===== config.mk =====
export PLATFORM = sky130hd
export DESIGN_NAME = rel_branch_seq
export DESIGN_NICKNAME = d
export VERILOG_FILES = /design/src/rtl/rbs_pkg.sv /design/src/rtl/rbs_decode.sv /design/src/rtl/rbs_target.sv /design/src/rtl/rbs_cost.sv /design/src/rtl/rel_branch_seq.sv
export SDC_FILE = /design/constraint.sdc
export NUM_CORES = 1
export LEC_CHECK = 0
export ABC_AREA = 1
export BUFFER_PORTS_ARGS = -buffer_cell sky130_fd_sc_hd__buf_2
export CORE_ASPECT_RATIO = 0.8
export CORE_MARGIN = 5
export CORE_UTILIZATION = 45
export DETAILED_ROUTE_END_ITERATION = 16
export GPL_TIMING_DRIVEN = 1
export PLACE_DENSITY = 0.76
export SYNTH_ARGS = -nofsm -noshare
export SYNTH_HDL_FRONTEND = slang
export SYNTH_SLANG_ARGS = --single-unit

===== constraint.sdc =====
create_clock -name clk -period 2.25 [get_ports clk]
set_clock_uncertainty 0.1 [all_clocks]
set_input_delay 0.225 -clock clk [delete_from_list [all_inputs] [get_ports clk]]
set_output_delay 0.225 -clock clk [all_outputs]
set_load 0.02 [all_outputs]

===== src/rtl/rbs_pkg.sv =====
package rbs_pkg;
   localparam logic [7:0] OPC_LOOP = 8'h10;
   localparam logic [7:0] OPC_JR   = 8'h18;

   typedef enum logic [1:0] {
      K_NONE   = 2'd0,
      K_LOOP   = 2'd1,
      K_ALWAYS = 2'd2,
      K_COND   = 2'd3
   } jkind_t;
endpackage


===== src/rtl/rbs_decode.sv =====
module rbs_decode
   import rbs_pkg::*;
#(
   parameter int DATA_W = 8
) (
   input  logic [7:0]        opcode,
   input  logic              flag_z,
   input  logic              flag_c,
   input  logic [DATA_W-1:0] b_in,
   output jkind_t            kind,
   output logic [DATA_W-1:0] b_dec,
   output logic              want_branch
);
   logic cc_flag;

   always_comb begin
      kind        = K_NONE;
      b_dec       = b_in;
      want_branch = 1'b0;
      cc_flag     = opcode[4] ? flag_c : flag_z;
      case (opcode)
         OPC_LOOP: begin
            kind        = K_LOOP;
            b_dec       = b_in - DATA_W'(1);
            want_branch = |b_dec;
         end
         OPC_JR: begin
            kind        = K_ALWAYS;
            want_branch = 1'b1;
         end
         default: begin
            if (opcode[7:5] == 3'b001 && opcode[2:0] == 3'b000) begin
               kind        = K_COND;
               want_branch = (cc_flag == opcode[3]);
            end
         end
      endcase
   end
endmodule


===== src/rtl/rbs_target.sv =====
module rbs_target #(
   parameter int ADDR_W = 16,
   parameter int DISP_W = 8
) (
   input  logic [ADDR_W-1:0] pc_in,
   input  logic [DISP_W-1:0] disp,
   output logic [ADDR_W-1:0] pc_skip,
   output logic [ADDR_W-1:0] pc_jump
);
   localparam int EXT_W = ADDR_W - DISP_W;

   logic [ADDR_W-1:0] disp_ext;

   generate
      if (EXT_W > 0) begin : g_extend
         assign disp_ext = {{EXT_W{disp[DISP_W-1]}}, disp};
      end else begin : g_same
         assign disp_ext = disp[ADDR_W-1:0];
      end
   endgenerate

   assign pc_skip = pc_in + ADDR_W'(1);
   assign pc_jump = pc_skip + disp_ext;
endmodule


===== src/rtl/rbs_cost.sv =====
module rbs_cost
   import rbs_pkg::*;
#(
   parameter int TS_W         = 4,
   parameter int T_JR         = 12,
   parameter int T_JCC_TAKEN  = 12,
   parameter int T_JCC_SKIP   = 7,
   parameter int T_LOOP_TAKEN = 13,
   parameter int T_LOOP_EXIT  = 8
) (
   input  jkind_t          kind,
   input  logic            taken,
   output logic [TS_W-1:0] tstates
);
   always_comb begin
      case (kind)
         K_LOOP:   tstates = taken ? TS_W'(T_LOOP_TAKEN) : TS_W'(T_LOOP_EXIT);
         K_ALWAYS: tstates = TS_W'(T_JR);
         K_COND:   tstates = taken ? TS_W'(T_JCC_TAKEN) : TS_W'(T_JCC_SKIP);
         default:  tstates = '0;
      endcase
   end
endmodule


===== src/rtl/rel_branch_seq.sv =====
module rel_branch_seq
   import rbs_pkg::*;
#(
   parameter int ADDR_W       = 16,
   parameter int DATA_W       = 8,
   parameter int TS_W         = 4,
   parameter bit REG_OUT      = 1'b1,
   parameter int T_JR         = 12,
   parameter int T_JCC_TAKEN  = 12,
   parameter int T_JCC_SKIP   = 7,
   parameter int T_LOOP_TAKEN = 13,
   parameter int T_LOOP_EXIT  = 8
) (
   input  logic              clk,
   input  logic              rst_n,
   input  logic              in_valid,
   input  logic [7:0]        opcode,
   input  logic [DATA_W-1:0] disp,
   input  logic [ADDR_W-1:0] pc_in,
   input  logic              flag_z,
   input  logic              flag_c,
   input  logic [DATA_W-1:0] reg_b,
   output logic              out_valid,
   output logic              invalid,
   output logic              taken,
   output logic [ADDR_W-1:0] pc_next,
   output logic [DATA_W-1:0] b_next,
   output logic              b_we,
   output logic [TS_W-1:0]   tstates
);
   localparam int TS_MAX = (1 << TS_W) - 1;
   localparam int T_PEAK = (T_LOOP_TAKEN > T_JR) ? T_LOOP_TAKEN : T_JR;

   generate
      if (ADDR_W < DATA_W) begin : g_bad_addr
         $error("rel_branch_seq: ADDR_W must be at least DATA_W");
      end
      if (T_PEAK > TS_MAX || T_JCC_TAKEN > TS_MAX) begin : g_bad_cost
         $error("rel_branch_seq: T-state costs exceed TS_W");
      end
   endgenerate

   jkind_t            kind;
   logic [DATA_W-1:0] b_dec;
   logic              want;
   logic [ADDR_W-1:0] pc_skip, pc_jump;
   logic [TS_W-1:0]   c_ts;
   logic [ADDR_W-1:0] c_pc;
   logic [DATA_W-1:0] c_b;
   logic              c_we, c_inv;

   rbs_decode #(.DATA_W(DATA_W)) u_decode (
      .opcode      (opcode),
      .flag_z      (flag_z),
      .flag_c      (flag_c),
      .b_in        (reg_b),
      .kind        (kind),
      .b_dec       (b_dec),
      .want_branch (want)
   );

   rbs_target #(.ADDR_W(ADDR_W), .DISP_W(DATA_W)) u_target (
      .pc_in   (pc_in),
      .disp    (disp),
      .pc_skip (pc_skip),
      .pc_jump (pc_jump)
   );

   rbs_cost #(
      .TS_W(TS_W), .T_JR(T_JR), .T_JCC_TAKEN(T_JCC_TAKEN), .T_JCC_SKIP(T_JCC_SKIP),
      .T_LOOP_TAKEN(T_LOOP_TAKEN), .T_LOOP_EXIT(T_LOOP_EXIT)
   ) u_cost (
      .kind    (kind),
      .taken   (want),
      .tstates (c_ts)
   );

   always_comb begin
      c_inv = (kind == K_NONE);
      c_we  = (kind == K_LOOP);
      c_b   = c_we ? b_dec : reg_b;
      if (c_inv)     c_pc = pc_in;
      else if (want) c_pc = pc_jump;
      else           c_pc = pc_skip;
   end

   generate
      if (REG_OUT) begin : g_reg
         always_ff @(posedge clk or negedge rst_n) begin
            if (!rst_n) begin
               out_valid <= 1'b0;
               invalid   <= 1'b0;
               taken     <= 1'b0;
               pc_next   <= '0;
               b_next    <= '0;
               b_we      <= 1'b0;
               tstates   <= '0;
            end else begin
               out_valid <= in_valid;
               if (in_valid) begin
                  invalid <= c_inv;
                  taken   <= want;
                  pc_next <= c_pc;
                  b_next  <= c_b;
                  b_we    <= c_we;
                  tstates <= c_ts;
               end
            end
         end
      end else begin : g_comb
         logic unused_clk;
         assign unused_clk = clk;
         assign out_valid  = in_valid & rst_n;
         assign invalid    = rst_n & c_inv;
         assign taken      = rst_n & want;
         assign pc_next    = rst_n ? c_pc : '0;
         assign b_next     = rst_n ? c_b : '0;
         assign b_we       = rst_n & c_we;
         assign tstates    = rst_n ? c_ts : '0;
      end
   endgenerate
endmodule


### After elaboration in Yosys (flattened, before gate mapping)

Cells that the tools add are included.

* bits in registers: 32

* add/sub/neg operators: 3
* muxes and demuxes: 12
* reductions and logical operators: 4
* eq/ne operators: 7

Operator list (count)
* $mux 16: 2
* $add 16x1->16 const B: 1
* $add 16x16->16: 1
* $eq 8x5->1 const B: 2
* $mux 8: 2
* $pmux 4 s3: 1
* $reduce_or 8->1: 1
* $sub 8x1->8 const B: 1
* $eq 2x2->1 const B: 2
* $mux 4: 1
* $pmux 2 s2: 1
* $eq 3x1->1 const B: 1
* $logic_not 3->1: 1
* $mux 3: 1
* $eq 2x1->1 const B: 1
* $logic_not 2->1: 1
* $mux 1: 2
* $mux 2: 1
* $pmux 1 s2: 1
* $eq 1x1->1: 1
* $logic_and 1x1->1: 1

### Depth between registers and ports, before layout

* word-level depth: 6
* mapped depth: 24

### Hierarchy

A second synthesis with hierarchy kept.

* cell total of the unflattened synthesis: 546
* area, all modules: 3414.5 um2

Modules (own cells, without submodules)
* rel_branch_seq: times used 1, area an instance 1764.2 um2, cells each 250
* rbs_target: times used 1, area an instance 1189.9 um2, cells each 209
* rbs_decode: times used 1, area an instance 411.6 um2, cells each 75
* rbs_cost: times used 1, area an instance 48.8 um2, cells each 12

### Worst setup path before layout

Ideal clock, no wire load.

* path type: input -> register
* start: in pc_in[0]
* end: reg pc_next[15]
* setup time: 0.117 ns
* arrival time: 2.298 ns
* stages: 21
* slack: -0.265 ns
* required time: 2.033 ns
* cell sequence: ha_1 nand2_1 nor2_1 nand3_1 nor2_1 nand3_1 o21ai_1 inv_1 ha_1 a21oi_1 nand2_1 nand2_1 nand2_1 a21oi_1 inv_1 nand2_1 nand2_1 nand2_1 nand3_1 nand2_1 nand2_1

* word-level cells in the longest chain between the ends: 4

Ends and longest elaborated chain
* from (decl): line rel_branch_seq.sv:19 `input logic [ADDR_W-1:0] pc_in,`
* $add 16x1->16 *: line rbs_target.sv:22 `assign pc_skip = pc_in + ADDR_W'(1);`
* $add 16x16->16: line rbs_target.sv:23 `assign pc_jump = pc_skip + disp_ext;`
* $mux 16 *: line rel_branch_seq.sv:83 `else if (want) c_pc = pc_jump;`
* $mux 16 *: line rel_branch_seq.sv:82 `if (c_inv) c_pc = pc_in;`
* to (signal assigned): line rel_branch_seq.sv:103 `pc_next <= c_pc;`
* to (decl): line rel_branch_seq.sv:26 `output logic [ADDR_W-1:0] pc_next,`

Mark *: on every way between the ends. The rest lies on a longest branch, timed or not.
A chain may end at the register's enable or synchronous reset.

### Worst setup path after layout

* start: in pc_in[1]
* end: reg pc_next[15]

The elaborated chain is that of the path after synthesis.

==> results.json <==
{
  "status": "finished with violations",
  "violations": "setup timing",
  "dieArea_sq_um": 8930,
  "start_kind": "input pin",
  "worst_setup_path_end_kind": "flop",
  "grt_util_met2": 0.376,
  "dr.first_iter.drc_count": 323,
  "final-hold-violation-count": 0,
  "synth_top_family_by_area": "simple AND/OR/NAND/NOR gates",
  "antenna_found_initial": 0,
  "p_leak_nw": 2.46,
  "post_drt_wl_per_cell_um": 14.5,
  "power_density_nw_per_um2": 442,
  "grt_start_max_net_pins": 33,
  "clk_path_buf_depth": 2,
  "place_ws_ns": -0.475,
  "top_usage_layer": "met2",
  "clock-sinks": 32,
  "synth_ff_type": "dfrtp_1",
  "cp.buffers_inverters": 4,
  "crit_type": "input pin to flop",
  "syn_to_final_growth_pct": 46.5,
  "synth_enable_flop_cells": 0,
  "max_slew_margin": 0.527,
  "whs_ns": 0.113,
  "timing.rr.start": "pc_next[10]",
  "met1_usage": 0.314,
  "finalWorstSetupSlack_ns": -0.123,
  "cp_top_family": "simple AND/OR/NAND/NOR gates",
  "critPathMostFrequentCell": "nand2_1",
  "path_max_fanout": 5,
  "cts_tree": "yes",
  "core_sq_um": 6930,
  "hpwlAfterDp_mm": 7.98,
  "vias_per_cell": 5.21,
  "yosysTopAreaCell": "dfrtp_1",
  "drive_above_1_share": 0.392,
  "initial_core_util": 0.463,
  "holdPathStages": 3,
  "synthXorXnorAreaFrac": 0.0651,
  "antenna_cells": 0,
  "ys_warn_count": 0,
  "die_w_um": 104,
  "drtPass1Iterations": 5,
  "synthesis.instances": 498,
  "clk_pin_slew_ns": 0.07,
  "worstHoldPathType": "input pin to flop",
  "place_congestion": 0.939,
  "layout_commonest_cell": "nand2_1",
  "synth_simple_gate_area_share": 0.390,
  "ant_nets": 0,
  "cts_root_buf": "clkbuf_8",
  "slew_violations": 0,
  "layout_common_cells": "nand2_1, buf_2, buf_4",
  "die_h_um": 85.5,
  "rows": 27,
  "crit_cells": 24,
  "synthTopCellsByArea": "dfrtp_1, nand2_1, ha_1, nor2_1, inv_1",
  "grt_pass1_vias": 3657,
  "synthMuxAreaShare": 0,
  "min_period_ns": 2.37,
  "fmax_mhz": 421,
  "drc": 0,
  "synth-seq-area-share": 0.250,
  "rsz0062_at_grt": "yes",
  "synth_top_area_frac": 0.250,
  "h-tree-depth": 2,
  "max_stage_delay_ns": 0.27,
  "clk_latency_ns": 0.28,
  "min_from": "reg_b[0]",
  "path_cells": "buf_8 > ha_4 > nand2_4 > nor2_4 > nand3_4 > nor2_4 > nand3_2 > o21ai_2 > inv_2 > ha_4 > nand2_4 > inv_2 > nand2_1 > nand2_1 > nand2_1 > nand2_1 > a21oi_2 > inv_1 > nand2_1 > nand2_1 > nand2_1 > nand3_2 > nand2_1 > nand2_1",
  "vdd_drop_max_uv": 256,
  "drv_cap": 0,
  "synth_compound_area_frac": 0.111,
  "grtUsageMet3": 0.0504,
  "cts_buffers": 5,
  "routed_wl_mm": 10.5,
  "cp-startpoint": "pc_in[1]",
  "post-route-util": 0.679,
  "vias": 3759,
  "synth_fa_ha_area_frac": 0.0920,
  "slowest_stage": "ha_4",
  "synth_nets": 566,
  "avgSynthCellArea_sq_um": 6.44,
  "r2r_cells": 2,
  "grt_usage": 0.228,
  "ios": 77,
  "worstPathArrival_ns": 2.46,
  "grt_pass1_wl_mm": 17.0,
  "worstPathRequired_ns": 2.33,
  "tightest_slew_ns": 0.710,
  "power_mw": 2.08,
  "syn_area_sq_um": 3210,
  "yosys_register_bits": 32,
  "port_buffers": 76,
  "synthArstFlopShare": 1.00,
  "gr-total-overflow": 0,
  "synth_cell_type_count": 39,
  "finalCritPeriodShare": 1.05,
  "setup_viol": 6,
  "finalNetCount": 702
}
==> logic make-up after synthesis <==
logic type	count (synthesis)
compound gates	64
xor+xnor	23
fa+ha+maj	23
buf+inv	73
flops	32
simple gates	283
==> Yosys cell counts, types with 2 or more instances <==
cell / instances
nand2_1: 155
nor2_2: 8
nor2_1: 59
o21ai_1: 9
nand3_2: 2
inv_2: 5
ha_1: 22
nor3_1: 4
xor2_1: 16
inv_1: 58
xnor2_1: 6
nor2_4: 3
o21ai_0: 15
nand4_1: 5
nand3_1: 37
o211ai_1: 3
nand2_2: 2
dfrtp_1: 32
buf_2: 2
a21oi_1: 31
clkbuf_1: 6
==> metrics by stage <==
stage / instances / setup TNS (ns) / area [sq um]
6_report: 722 / -0.359 / 4700
5_1_grt: 722 / -1.36 / 4700
4_1_cts: 721 / -0.0275 / 4490
3_5_place_dp: 704 / -3.85 / 4170
3_3_place_gp: 704 / -3.18 / 4170
2_1_floorplan: 498 / -0.0457 / 3310
==> registers in the layout, summed over array words and instances, names as in the netlist <==
signal / flops
pc_next: 16
b_next: 8
tstates: 4
b_we: 1
invalid: 1
out_valid: 1
taken: 1
==> cell type report <==
| class | instances | area [sq um] |
|---|---|---|
| Clock buffer | 6 | 72.6 |
| Clock inverter | 2 | 35.0 |
| Fill cell | 585 | 2220 |
| Inverter | 63 | 236 |
| Multi-Input combinational cell | 393 | 2540 |
| Sequential cell | 32 | 801 |
| Tap cell | 87 | 109 |
| Timing Repair Buffer | 139 | 903 |
==> timing repair <==
item,4_1_cts,5_1_grt
buffers inserted,8,1
setup endpoints to repair,9,10
gates resized for setup,26,51
hold buffers,1,0
endpoints found under the hold margin,32,0
pin swaps,17,23
==> final timing paths <==
| kind | endpoint | slack [ns] |
|---|---|---|
| hold reg to reg | pc_next[15] | 0.38 |
| min in group asynchronous | pc_next[2] | 0.43 |
| hold / removal | b_next[0] | 0.11 |
| setup / recovery | pc_next[15] | -0.12 |
| max in group asynchronous | pc_next[13] | 1.16 |
| setup reg to reg | pc_next[10] | 1.43 |
==> power breakdown <==
part           total, mW  leakage, nW  internal, mW  switching [mW]
clock              0.550       0.0552         0.329           0.222
combinational      0.879         2.02         0.377           0.502
sequential         0.647        0.383         0.620          0.0267
==> tightest hold or removal path, stage by stage <==
cell and delay, ns:
buf_2 0.12, nand2_1 0.06, a21oi_1 0.06
==> metal layers <==
| layer | part of all wire | vias to the layer above |
|---|---|---|
| met1 | 0.44 | 1715 |
| met5 | 0 | - |
| met3 | 0.083 | 14 |
| li1 | - | 1858 |
| met2 | 0.47 | 172 |
| met4 | 0.011 | 0 |
No activity file was read; power rests on OpenSTA's default activity.
